<file path="src/rtl/secded_pkg.sv">
package secded_pkg;
  localparam int DATA_W = 64;
  localparam int CHK_W  = 7;
  localparam int CODE_W = DATA_W + CHK_W + 1;

  typedef enum logic [1:0] {
    KIND_CLEAN = 2'd0,
    KIND_FIXED = 2'd1,
    KIND_FATAL = 2'd2
  } err_kind_t;

  // position p>0 of the code is index p; index 0 is the overall parity
  function automatic logic [CODE_W-1:0] code_build(input logic [DATA_W-1:0] d);
    logic [CODE_W-1:0] c;
    logic              acc;
    int                k;
    c = '0;
    k = 0;
    for (int pos = 1; pos < CODE_W; pos++) begin
      if ((pos & (pos - 1)) != 0) begin
        c[pos] = d[k];
        k++;
      end
    end
    for (int b = 0; b < CHK_W; b++) begin
      acc = 1'b0;
      for (int pos = 1; pos < CODE_W; pos++)
        if (pos[b]) acc = acc ^ c[pos];
      c[1 << b] = acc;
    end
    c[0] = ^c[CODE_W-1:1];
    return c;
  endfunction

  function automatic logic [CHK_W-1:0] code_syndrome(input logic [CODE_W-1:0] c);
    logic [CHK_W-1:0] s;
    s = '0;
    for (int pos = 1; pos < CODE_W; pos++)
      if (c[pos]) s = s ^ pos[CHK_W-1:0];
    return s;
  endfunction

  function automatic logic [DATA_W-1:0] code_extract(input logic [CODE_W-1:0] c);
    logic [DATA_W-1:0] d;
    int                k;
    d = '0;
    k = 0;
    for (int pos = 1; pos < CODE_W; pos++) begin
      if ((pos & (pos - 1)) != 0) begin
        d[k] = c[pos];
        k++;
      end
    end
    return d;
  endfunction
endpackage

</file>
<file path="src/rtl/secded_enc.sv">
module secded_enc
  import secded_pkg::*;
(
  input  logic [DATA_W-1:0] data_i,
  output logic [CODE_W-1:0] code_o
);
  assign code_o = code_build(data_i);
endmodule

</file>
<file path="src/rtl/secded_dec.sv">
module secded_dec
  import secded_pkg::*;
(
  input  logic [CODE_W-1:0] code_i,
  output logic [DATA_W-1:0] data_o,
  output err_kind_t         kind_o,
  output logic [CODE_W-1:0] repaired_o
);
  logic [CHK_W-1:0]  syn;
  logic              par_odd;
  logic [CODE_W-1:0] fixed;

  always_comb begin
    syn     = code_syndrome(code_i);
    par_odd = ^code_i;
    fixed   = code_i;
    if (!par_odd) begin
      kind_o = (syn == '0) ? KIND_CLEAN : KIND_FATAL;
    end else if (syn == '0) begin
      kind_o   = KIND_FIXED;
      fixed[0] = ~fixed[0];
    end else if (int'(syn) < CODE_W) begin
      kind_o     = KIND_FIXED;
      fixed[syn] = ~fixed[syn];
    end else begin
      kind_o = KIND_FATAL;
    end
  end

  assign repaired_o = fixed;
  assign data_o     = code_extract(fixed);
endmodule

</file>
<file path="src/rtl/sat_cnt.sv">
module sat_cnt #(
  parameter int W = 16
) (
  input  logic         clk,
  input  logic         rst_n,
  input  logic         clr,
  input  logic         inc,
  output logic [W-1:0] q
);
  localparam logic [W-1:0] TOP = {W{1'b1}};

  always_ff @(posedge clk) begin
    if (!rst_n || clr) q <= '0;
    else if (inc && q != TOP) q <= q + 1'b1;
  end
endmodule

</file>
<file path="src/rtl/secded_scrub.sv">
module secded_scrub
  import secded_pkg::*;
#(
  parameter int ADDR_W = 32,
  parameter int CNT_W  = 16
) (
  input  logic              clk,
  input  logic              rst_n,
  input  logic              enc_in_valid,
  output logic              enc_in_ready,
  input  logic [63:0]       enc_in_data,
  output logic              enc_out_valid,
  input  logic              enc_out_ready,
  output logic [71:0]       enc_out_code,
  input  logic              rd_in_valid,
  output logic              rd_in_ready,
  input  logic [ADDR_W-1:0] rd_in_addr,
  input  logic [71:0]       rd_in_code,
  output logic              rd_out_valid,
  input  logic              rd_out_ready,
  output logic [ADDR_W-1:0] rd_out_addr,
  output logic [63:0]       rd_out_data,
  output logic              rd_out_fixed,
  output logic              rd_out_fatal,
  output logic              scrub_req,
  input  logic              scrub_ack,
  output logic [ADDR_W-1:0] scrub_addr,
  output logic [71:0]       scrub_code,
  output logic              scrub_ovf,
  input  logic              cnt_clr,
  output logic [CNT_W-1:0]  cnt_fixed,
  output logic [CNT_W-1:0]  cnt_fatal
);
  // write path: combinational pass-through
  secded_enc u_enc (.data_i(enc_in_data), .code_o(enc_out_code));
  assign enc_out_valid = enc_in_valid;
  assign enc_in_ready  = enc_out_ready;

  // read path
  logic [DATA_W-1:0] dec_data;
  logic [CODE_W-1:0] dec_fix;
  err_kind_t         dec_kind;

  secded_dec u_dec (
    .code_i    (rd_in_code),
    .data_o    (dec_data),
    .kind_o    (dec_kind),
    .repaired_o(dec_fix)
  );

  logic take, is_fixed, is_fatal, slot_free;
  assign rd_in_ready = !rd_out_valid || rd_out_ready;
  assign take        = rd_in_valid && rd_in_ready;
  assign is_fixed    = take && (dec_kind == KIND_FIXED);
  assign is_fatal    = take && (dec_kind == KIND_FATAL);
  assign slot_free   = !scrub_req || scrub_ack;

  always_ff @(posedge clk) begin
    if (!rst_n) begin
      rd_out_valid <= 1'b0;
      rd_out_fixed <= 1'b0;
      rd_out_fatal <= 1'b0;
      rd_out_addr  <= '0;
      rd_out_data  <= '0;
    end else if (take) begin
      rd_out_valid <= 1'b1;
      rd_out_fixed <= (dec_kind == KIND_FIXED);
      rd_out_fatal <= (dec_kind == KIND_FATAL);
      rd_out_addr  <= rd_in_addr;
      rd_out_data  <= dec_data;
    end else if (rd_out_ready) begin
      rd_out_valid <= 1'b0;
    end
  end

  // single scrub slot
  always_ff @(posedge clk) begin
    if (!rst_n) begin
      scrub_req  <= 1'b0;
      scrub_addr <= '0;
      scrub_code <= '0;
    end else if (is_fixed && slot_free) begin
      scrub_req  <= 1'b1;
      scrub_addr <= rd_in_addr;
      scrub_code <= dec_fix;
    end else if (scrub_ack) begin
      scrub_req  <= 1'b0;
    end
  end

  always_ff @(posedge clk) begin
    if (!rst_n || cnt_clr) scrub_ovf <= 1'b0;
    else if (is_fixed && !slot_free) scrub_ovf <= 1'b1;
  end

  // error statistics
  sat_cnt #(.W(CNT_W)) u_cnt_fixed (
    .clk(clk), .rst_n(rst_n), .clr(cnt_clr), .inc(is_fixed), .q(cnt_fixed)
  );
  sat_cnt #(.W(CNT_W)) u_cnt_fatal (
    .clk(clk), .rst_n(rst_n), .clr(cnt_clr), .inc(is_fatal), .q(cnt_fatal)
  );
endmodule

</file>
<file path="config.mk">
export PLATFORM = sky130hd
export DESIGN_NAME = secded_scrub
export DESIGN_NICKNAME = d
export VERILOG_FILES = /design/src/rtl/secded_pkg.sv /design/src/rtl/secded_enc.sv /design/src/rtl/secded_dec.sv /design/src/rtl/sat_cnt.sv /design/src/rtl/secded_scrub.sv
export SDC_FILE = /design/constraint.sdc
export NUM_CORES = 1
export LEC_CHECK = 0
export BUFFER_PORTS_ARGS = -buffer_cell sky130_fd_sc_hd__buf_4
export CAP_MARGIN = 20
export CORE_AREA = 2 2 188 190
export DETAILED_ROUTE_END_ITERATION = 8
export DIE_AREA = 0 0 190 192
export HOLD_SLACK_MARGIN = 0.06
export PLACE_DENSITY = 0.66
export SYNTH_ARGS = -nofsm -noshare
export SYNTH_HDL_FRONTEND = slang
export SYNTH_SLANG_ARGS = --single-unit
export TNS_END_PERCENT = 30
</file>
<file path="constraint.sdc">
create_clock -name clk -period 8.5 [get_ports clk]
set_input_delay 0.85 -clock clk [delete_from_list [all_inputs] [get_ports clk]]
set_output_delay 0.85 -clock clk [all_outputs]
set_load 0.005 [all_outputs]
</file>
Word-level counts from Yosys, hierarchy flattened:

Cells that the tools add are included.

* register bits: 237
* bits in latches: 0
* RAM bits: 0
* bits in read-only memories: 0
* output and inout port bits: 312
* logic and storage cells: 398
* memories: 0

* add/sub/neg operators: 2
* $mul: 0
* divide/modulo/power cells: 0
* $lt $le $gt $ge: 3
* equal/unequal tests: 4
* shift-type cells: 0
* multiplexer cells: 88
* bitwise operators: 270
* reductions and logical operators: 20

Operators by type and width (count)
* $xor A1 B1 Y1: 198
* $mux W6: 32
* $mux W72: 2
* $mux W5: 16
* $bwmux W72: 1
* $reduce_xor A72 Y1: 1
* $mux W71: 1
* $reduce_xor A71 Y1: 1
* $not A3 Y3: 23
* $not A4 Y4: 16
* $mux W7: 8
* $not A2 Y2: 18
* $add A16 B1 Y16 const B: 2
* $mux W4: 8
* $ne A16 B16 Y1 const B: 2
* $not A5 Y5: 6
* $mux W2: 6
* $mux W3: 4
* $logic_and A1 B1 Y1: 8
* $lt A7 B8 Y1 const B: 1
* $mux W1: 8
* $bmux W1 S7: 1
* $demux W1 S7: 1
* $ge A7 B1 Y1 const B: 1
* 10 further kinds: 22

Logic depth before layout (Yosys ltp):

Gate-level depths: netlist of run 1.

* word-level depth: 143
* depth in mapped cells: 17
* depth with buffers taken out: 12

Hierarchy:

A second synthesis of run 1 with hierarchy kept.

* cell total of the unflattened synthesis: 1800
* area, all modules: 15328.5 um^2

Modules (own cells, without submodules)
* secded_scrub: times used 1, cells each 914, area an instance 7988.9 um^2, seq. area each 4103.9 um^2
* secded_dec: times used 1, cells each 518, area an instance 3887.5 um^2, seq. area each 0.0 um^2
* secded_enc: times used 1, cells each 180, area an instance 1727.9 um^2, seq. area each 0.0 um^2
* sat_cnt: times used 2, cells each 94, area an instance 862.1 um^2, seq. area each 320.3 um^2

Worst setup path before layout of run 1:

OpenSTA, ideal clock, no wires.

* path kind: input port to flip-flop
* start: input port rd_in_code[30]
* end: register scrub_code[39]
* arrival time: 3.788 ns
* required time: 8.367 ns
* setup slack: 4.579 ns
* cell stages on the path: 16
* buffers on the path: 4
* cell sequence: xnor2_1 > xnor2_1 > xnor2_1 > xnor3_1 > xnor2_1 > buf_4 > buf_2 > mux2i_1 > a222oi_1 > nand4_1 > nand4_1 > buf_2 > buf_2 > nand2_1 > o21ai_0 > a21oi_1

* word-level cells in the longest chain between the ends: 71
* elaborated cells between the ends (all ways): 101
* those cells by class: order compare: 3; eq/ne: 1; mux: 54; bitwise: 38; reduce/logical: 5

Ends and longest elaborated chain
* from (decl): line secded_scrub.sv:18 `input logic [71:0] rd_in_code,`
* $mux W5: line secded_pkg.sv:39 `if (c[pos]) s = s ^ pos[CHK_W-1:0];`
* $not A5 Y5 (no line)
* $mux W5: line secded_pkg.sv:39
* $mux W6 (2 in a row): line secded_pkg.sv:39
* $not A2 Y2 (no line) or $mux W6 (tied branches)
* $mux W6: line secded_pkg.sv:39
* $not A3 Y3 (no line) or $not A2 Y2 (tied branches)
* $mux W6: line secded_pkg.sv:39
* [54 not listed]
* $lt A7 B8 Y1 (not written as such) or $ge A7 B1 Y1 (tied branches): line secded_dec.sv:24 `fixed[syn] = ~fixed[syn];`
* $logic_and A1 B1 Y1 (not written as such): line secded_dec.sv:24
* $mux W1 (not written as such): line secded_dec.sv:24
* $demux W1 S7
* $bwmux W72: line secded_dec.sv:24
* $mux W72: line secded_dec.sv:22 `end else if (int'(syn) < CODE_W) begin`
* $mux W71: line secded_dec.sv:19 `end else if (syn == '0) begin`
* $mux W72: line secded_dec.sv:17 `if (!par_odd) begin`
* to (signal assigned): line secded_scrub.sv:85 `scrub_code <= dec_fix;`
* to (decl): line secded_scrub.sv:28 `output logic [71:0] scrub_code,`

Parallel ways exist; a longest one is shown, timed or not. The select of a mux whose other input is x is not followed.
A chain may end at the register's enable or synchronous reset.

Final worst setup path of run 1:

* start: input port rd_in_code[47]
* end: register scrub_code[13]

* word-level cells in the longest chain between the ends: 49
* elaborated cells between the ends (all ways): 70
* those cells by class: order compare: 3; eq/ne: 1; mux: 37; bitwise: 24; reduce/logical: 5

Ends and longest elaborated chain (line)
* $mux W6: secded_pkg.sv:39
* $not A2 Y2 (no line)
* $mux W6: secded_pkg.sv:39
* $not A3 Y3 (no line)
* $mux W6: secded_pkg.sv:39
* $not A3 Y3 (no line)
* $mux W6: secded_pkg.sv:39
* $not A4 Y4 (no line)
* [33 not listed]
* $lt A7 B8 Y1 (not written as such) or $ge A7 B1 Y1 (tied branches): secded_dec.sv:24
* $logic_and A1 B1 Y1 (not written as such): secded_dec.sv:24
* $mux W1 (not written as such): secded_dec.sv:24
* $demux W1 S7
* $bwmux W72: secded_dec.sv:24
* $mux W72: secded_dec.sv:22
* $mux W71: secded_dec.sv:19
* $mux W72: secded_dec.sv:17

Parallel ways exist; a longest one is shown, timed or not. The select of a mux whose other input is x is not followed.

==> impl_metrics.csv, run 1 <==
group,metric,value,unit
outcome,status,"finished clean",
cts,clk_latency,0.57,ns
timing,min_period,5.14,ns
critical_path,cpMostUsedCell,"xnor2_1",
floorplan,io_pins,488,
worst_hold_path,hold_path.class,"reg -> reg",
cts,clk_pin_slew,0.06,ns
timing,worst_slew_pin_slew,1.16,ns
timing,maxSlewHeadroom,22.2,%
global_routing,track_usage,27.2,%
pwr,finalPower,0.00689,W
layout,regArea,4740,um^2
pwr,power.leakage,7.41,nW
synthesis,synth-adder-area-share,0.187,%
synthesis,synth_top_family_by_area,"compound AO/OA/AOI/OAI gates",
synthesis,synth_nets,1841,
floorplan,die_width,190,um
critical_path,start_kind,"input pin",
cts,post_cts.repair.setup_buffers,0,
critical_path,end_kind,"register",
floorplan,placementRows,68,
layout,fin_nets,2204,
synthesis,synth_area,13400,um^2
global_routing,grt_pass1_vias,12700,
synthesis,ys_warn_count,0,
placement,dp_hpwl,39.1,mm
critical_path,critPathKind,"in -> reg",
synthesis,async_flop_share,0,%
drt,routed_wl,52.4,mm
drt,dr.pass1.iters,5,
pwr,pwr-share-clk,17.8,%
timing,finalSetupTns,0,ns
floorplan,start_util,39.0,%
pwr,pwr-share-comb,59.8,%
timing,period_share,60.4,%
global_routing,met2_usage,43.5,%
pwr,seqPwrFrac,22.4,%
layout,final_cell_area,17800,um^2
cts,cts_buffer_depth,3,
job,drv_cap,0,
pwr,p_sw_share,46.8,%
layout,drive_above_1_share,27.7,%
timing,setup_viol,0,
placement,gp_congestion,0.946,
cts,cts_root_buf,"clkbuf_16",
synthesis,synth_compound_area_share,20.5,%
placement,placed_cell_area,16800,um^2
drt,antenna_left,0,
timing,hold_viol,0,
cts,cts_resized,0,
critical_path,critPathTopFamily,"compound AO/OA/AOI/OAI gates",
cts,cts_hold_buf,0,
synthesis,synthSimpleGateAreaFrac,15.4,%
layout,nFillCells,3287,
critical_path,path_buf_inv,2,
critical_path,crit_fanout,25,
critical_path,slowest_stage,"a2111oi_4",
synthesis,ys_ff_latch,237,
critical_path,crit_chain,"buf_4 -> xnor2_1 -> xnor2_1 -> xnor2_1 -> xor2_1 -> xnor2_1 -> a2111oi_4 -> nor2_1 -> nor3_2 -> buf_4 -> nand2_1 -> a21oi_1 -> a22o_1",
drt,wl_per_cell,20.9,um
global_routing,antenna_found_initial,3,
floorplan,die_y,192,um
placement,placed_cells,2450,
layout,area_growth,33.1,%
global_routing,grt_pass1_wl,77.4,mm
synthesis,synth_edf_count,0,
critical_path,arrival,5.62,ns
cts,cts-htree-levels,1,
synthesis,syn_inst,1663,
timing,whs,0.455,ns
drt,num_vias,13500,
synthesis,synth-xor-area-share,19.9,%
critical_path,crit_required,8.98,ns
layout,instances_no_fill,2504,
synthesis,syn_avg_cell_area,8.04,um^2
cts,cts_buffers,28,
timing,rsz0062_at_grt,"false",
critical_path,crit_path_max_incr_delay,1.03,ns
drt,drtIter0Drc,1199,
synthesis,synth_cell_types,59,
global_routing,grt_util_met1,37.2,%
synthesis,synth_flop_cell,"dfxtp_1",
drt,viasPerCell,5.39,
synthesis,synth.area.mux_share,1.65,%
layout,multi_input_area,7730,um^2
timing,max_freq,195,MHz
floorplan,die-area,36500,um^2
cts,cts_sinks,237,
pwr,switchingPower,0.00323,W
global_routing,grt_overflow,0,
timing,slew_viol_final,0,
pwr,cellPowerDensity,388,nW/um^2
global_routing,grt_max_degree,107,
synthesis,ys_seq_area_share,35.5,%
global_routing,busiest_layer,"met2",
critical_path,rrSetupSlack,5.28,ns
cts,tritoncts,"built",
placement,io_buffer_count,483,
pwr,worst_ir_drop_vdd,0.325,mV
pwr,p_int,0.00366,W
drt,drc_errors,0,
global_routing,grt_use_met3,5.48,%
floorplan,coreArea,34300,um^2
timing,skew,0.0269,ns
[per-stage QoR]
| step | worst slack, ns | utilization (%) |
|---|---|---|
| 5_1_grt | 3.11 | 51.9 |
| 6_report | 3.36 | 51.9 |
| 3_3_place_gp | 2.98 | 49.0 |
| 4_1_cts | 3.52 | 51.8 |
| 3_5_place_dp | 2.96 | 49.1 |
| 2_1_floorplan | 4.58 | - |
[power by group through the flow]
stage / registers (W) / clock network, W / logic, W
after floorplan: 0.00155 / 0 / 0.00252
after global placement: 0.00156 / 0 / 0.00398
after detailed placement: 0.00156 / 0 / 0.00404
after CTS: 0.00154 / 0.00125 / 0.00405
after global routing: 0.00157 / 0.00129 / 0.00443
final: 0.00154 / 0.00123 / 0.00412
[flip-flops by register name (all words and copies together), names as in the netlist]
name / cells
scrub_code: 72
u_cnt_fixed.q: 16
rd_out_addr: 32
rd_out_valid: 1
scrub_ovf: 1
scrub_req: 1
rd_out_fixed: 1
u_cnt_fatal.q: 16
rd_out_data: 64
scrub_addr: 32
rd_out_fatal: 1
[worst register-to-register path, cell delays in order (launching register included)]
cell      delay [ns]
dfxtp_1         0.33
nand2b_1        0.15
nand2_4         0.35
buf_4           0.67
or3_2           0.25
buf_4           0.79
o21ai_0         0.34
a22o_1          0.22
[logic make-up after synthesis]
group	after synthesis
adders and majority gates	2
DFF	237
buffers and inverters	175
and+or+nand+nor	477
muxes	22
AOI/OAI and AO/OA	458
xor gates and xnor gates	292
[cell usage in the layout, fill, tap and decap left out, types with 9 or more instances in the layout]
cell,Yosys,routed
o22ai_1,20,20
clkbuf_16,0,29
nand4_1,11,11
nand3_1,40,40
mux2i_1,22,22
a22o_1,20,20
dfxtp_1,237,237
buf_4,67,497
xnor2_1,228,227
nand2_1,267,266
a31oi_1,34,34
nor3_1,17,16
nor2_1,79,79
a21o_1,18,18
clkinv_2,0,9
o21ai_0,136,136
a21oi_1,168,168
and3_1,23,23
xor2_1,56,56
or3_1,18,17
[cells in the mapped netlist (5+ instances only)]
cell type  instances  share of area [%]
and3_1            23                1.1
clkbuf_1          78                2.2
xnor2_1          228                 15
and2_1             5               0.23
a31oi_1           34                1.6
o221ai_1           8               0.52
o21ai_0          136                5.1
dfxtp_1          237                 35
o2bb2ai_1          8               0.52
a21oi_1          168                6.3
xnor3_1            5               0.84
o211ai_1           5               0.28
buf_2              9               0.34
a222oi_1           5               0.37
inv_1              9               0.25
xor2_1            56                3.7
mux2i_1           22                1.6
a32oi_1            5               0.33
a21o_1            18                1.0
nor2_1            79                2.2
a22o_1            20                1.3
nor3_1            17               0.64
buf_1             12               0.34
nand2_1          267                7.5
buf_4             67                3.8
o22ai_1           20               0.94
nand4_1           11               0.51
or3_1             18               0.84
nand3_1           40                1.5
[final cells by class]
type | instances | share of cell area (%)
Clock inverter | 18 | 0.928
Tap cell | 455 | 3.20
Sequential cell | 237 | 26.7
Clock buffer | 34 | 4.35
Timing Repair Buffer | 499 | 21.2
Inverter | 9 | 0.197
Antenna cell | 1 | 0.0141
Multi-Input combinational cell | 1251 | 43.4
[path summary, 6_finish.rpt]
kind	startpoint	end	depth (start not counted)
worst min-delay path	scrub_addr[18]	scrub_addr[18]	2
worst max register to register	rd_out_valid	scrub_code[12]	7
worst max-delay path	rd_in_code[47]	scrub_code[13]	13
worst min register to register	scrub_addr[18]	scrub_addr[18]	2
[per-layer routing]
metal | vias up | wire length [um]
met2 | 689 | 23800
met3 | 108 | 4470
met5 | - | 32
li1 | 6387 | -
met1 | 6306 | 22500
met4 | 4 | 1590
Note: power is estimated with default switching activity, not from simulation.
==> run 2, diff against run 1 <==
==> constraint.sdc (replaced) <==
create_clock -name clk -period 4.9 [get_ports clk]
set_input_delay 0.49 -clock clk [delete_from_list [all_inputs] [get_ports clk]]
set_output_delay 0.49 -clock clk [all_outputs]
set_load 0.005 [all_outputs]
==> run 2 against run 1 <==
  * Utilization up 0.74 points
  * Non-clock buffer count grew 28
  * Die area stayed put
  * Power grew 82%
  * Critical path type unchanged
  * Via count rose by 0.79%
  * Worst setup slack lost 2.3 ns
  * First-iteration DRC count rose by 4.8%
  * Hold slack worse by 0.27 ns
  * Wire length grew 0.47%
  * Design area increased by 1.4%
  * Clock skew fell by 0.011 ns
  * Clock-buffer cell count did not move
==> impl_metrics.csv, run 2 (same netlist as run 1, synthesis figures left out) <==
group,metric,value,unit
layout,fin_nets,2232,
layout,regMostFlops,"scrub_code",
critical_path,start_kind,"input pin",
layout,utilization,52.6,%
timing,hold_viol,0,
timing,period_share,78.0,%
critical_path,r2r-start,"u_cnt_fatal.q[7]",
timing,skew,0.0160,ns
layout,layout_commonest_cell,"buf_4",
floorplan,placementRows,68,
pwr,cellPowerDensity,694,nW/um^2
drt,dr.pass1.iters,5,
placement,io_buffer_count,483,
drt,drtIter0Drc,1257,
critical_path,crit_path_max_incr_delay,0.56,ns
critical_path,crit_required,5.41,ns
critical_path,startpoint,"rd_in_code[46]",
drt,num_vias,13600,
worst_hold_path,hold_path.class,"in -> reg",
timing,maxSlewHeadroom,33.1,%
critical_path,cpMostUsedCell,"xnor2_1",
outcome,status,"finished clean",
drt,wl_per_cell,20.8,um
timing,max_freq,262,MHz
floorplan,die_y,192,um
timing,min_period,3.82,ns
cts,post_cts.repair.setup_buffers,0,
drt,drc_errors,0,
critical_path,crit_chain,"buf_4 -> xnor2_1 -> xnor2_1 -> xnor2_1 -> xor2_1 -> xnor2_1 -> buf_4 -> xor2_1 -> nor2_1 -> nor2_1 -> nor3_2 -> buf_4 -> nand2_1 -> a21oi_1 -> a22o_1",
layout,layout_common_cells,"buf_4 (524), nand2_1 (266), dfxtp_1 (237)",
floorplan,coreArea,34300,um^2
cts,tritoncts,"built",
drt,antenna_left,0,
global_routing,grt_pass1_vias,12800,
pwr,power.leakage,7.55,nW
cts,clk_pin_slew,0.06,ns
cts,cts_hold_buf,0,
floorplan,start_util,39.0,%
timing,finalSetupTns,0,ns
critical_path,critPathTopFamily,"XOR/XNOR gates",
layout,drive_above_1_share,28.5,%
global_routing,grt_overflow,0,
critical_path,path_buf_inv,3,
global_routing,grt_max_degree,101,
drt,routed_wl,52.7,mm
placement,placed_cell_area,17100,um^2
timing,rsz0062_at_grt,"false",
cts,cts_root_buf,"clkbuf_16",
cts,cts-htree-levels,1,
drt,viasPerCell,5.37,
worst_hold_path,hp-start,"rd_in_addr[20]",
cts,cts_buffers,28,
cts,cts_resized,0,
critical_path,critPathKind,"in -> reg",
floorplan,die-area,36500,um^2
critical_path,end_kind,"register",
placement,gp_congestion,0.948,
pwr,worst_ir_drop_vdd,0.512,mV
placement,dp_hpwl,39.7,mm
job,drv_cap,0,
floorplan,io_pins,488,
cts,cts_buffer_depth,3,
timing,slew_viol_final,0,
global_routing,grt_pass1_wl,77.6,mm
layout,area_growth,35.0,%
global_routing,track_usage,27.4,%
cts,clk_latency,0.57,ns
floorplan,die_width,190,um
layout,final_cell_area,18000,um^2
critical_path,slowest_stage,"a21oi_1",
timing,worst_slew_pin_slew,1.00,ns
critical_path,crit_fanout,11,
global_routing,antenna_found_initial,3,
cts,cts_sinks,237,
layout,nFillCells,3218,
pwr,finalPower,0.0125,W
timing,setup_viol,0,
critical_path,arrival,4.33,ns
layout,largest_register_ffs,72,
layout,largestRegisters,"scrub_code (72), rd_out_data (64)",
==> run 2: cell types whose count changed in the layout (fill, tap and decap cells not counted), moves of 2 or more <==
cell	delta
bufinv_16	+2
buf_12	+3
buf_4	+27
inv_6	-2
clkbuf_1	+2
==> run 2: metrics by stage <==
stage	cells	setup slack [ns]	hold slack (ns)
after floorplan	1663	1.34	0.453
after global placement	2479	0.702	0.443
after detailed placement	2479	0.576	0.447
after CTS	2530	1.15	0.157
after global routing	2531	0.812	0.167
final	2532	1.08	0.180
==> run 2: final timing paths <==
path | to | slack (ns) | depth (start not counted)
setup reg to reg | u_cnt_fatal.q[15] | 2.28 | 8
setup / recovery | scrub_code[20] | 1.08 | 15
hold reg to reg | scrub_addr[29] | 0.46 | 2
hold / removal | rd_out_addr[20] | 0.18 | 3
==> run 2: report_power, final <==
part           internal, W  switching [W]  total [W]  leakage, nW
registers          0.00240       0.000275    0.00268         1.94
logic              0.00309        0.00457    0.00766         5.14
clock network      0.00130       0.000878    0.00218        0.465
total              0.00679        0.00573     0.0125         7.55
==> run 2: area by class of cell <==
cell class	count	area (um^2)	share of cell area, %
diodes	2	5.00	0.0277
inverters	9	35.0	0.194
clock inverters	17	224	1.24
flip-flops and latches	237	4740	26.3
well taps	455	569	3.16
multi-input cells	1251	7730	42.8
clock buffers	34	743	4.12
repair buffers	527	3990	22.1
==> run 2: tightest hold or removal path: cells and delay by family <==
kind	cells	cell delay, ns
AOI/OAI and AO/OA	1	0.05
and+or+nand+nor	1	0.05
buffers and inverters	1	0.11
==> run 2: routing by layer <==
| layer | vias to the layer above | global-route usage, % | wire [um] |
|---|---|---|---|
| met5 | - | 0 | 14 |
| met4 | 2 | 9.12 | 1720 |
| met3 | 109 | 5.87 | 4530 |
| met2 | 629 | 43.1 | 23800 |
| met1 | 6401 | 37.2 | 22600 |
| li1 | 6459 | - | - |
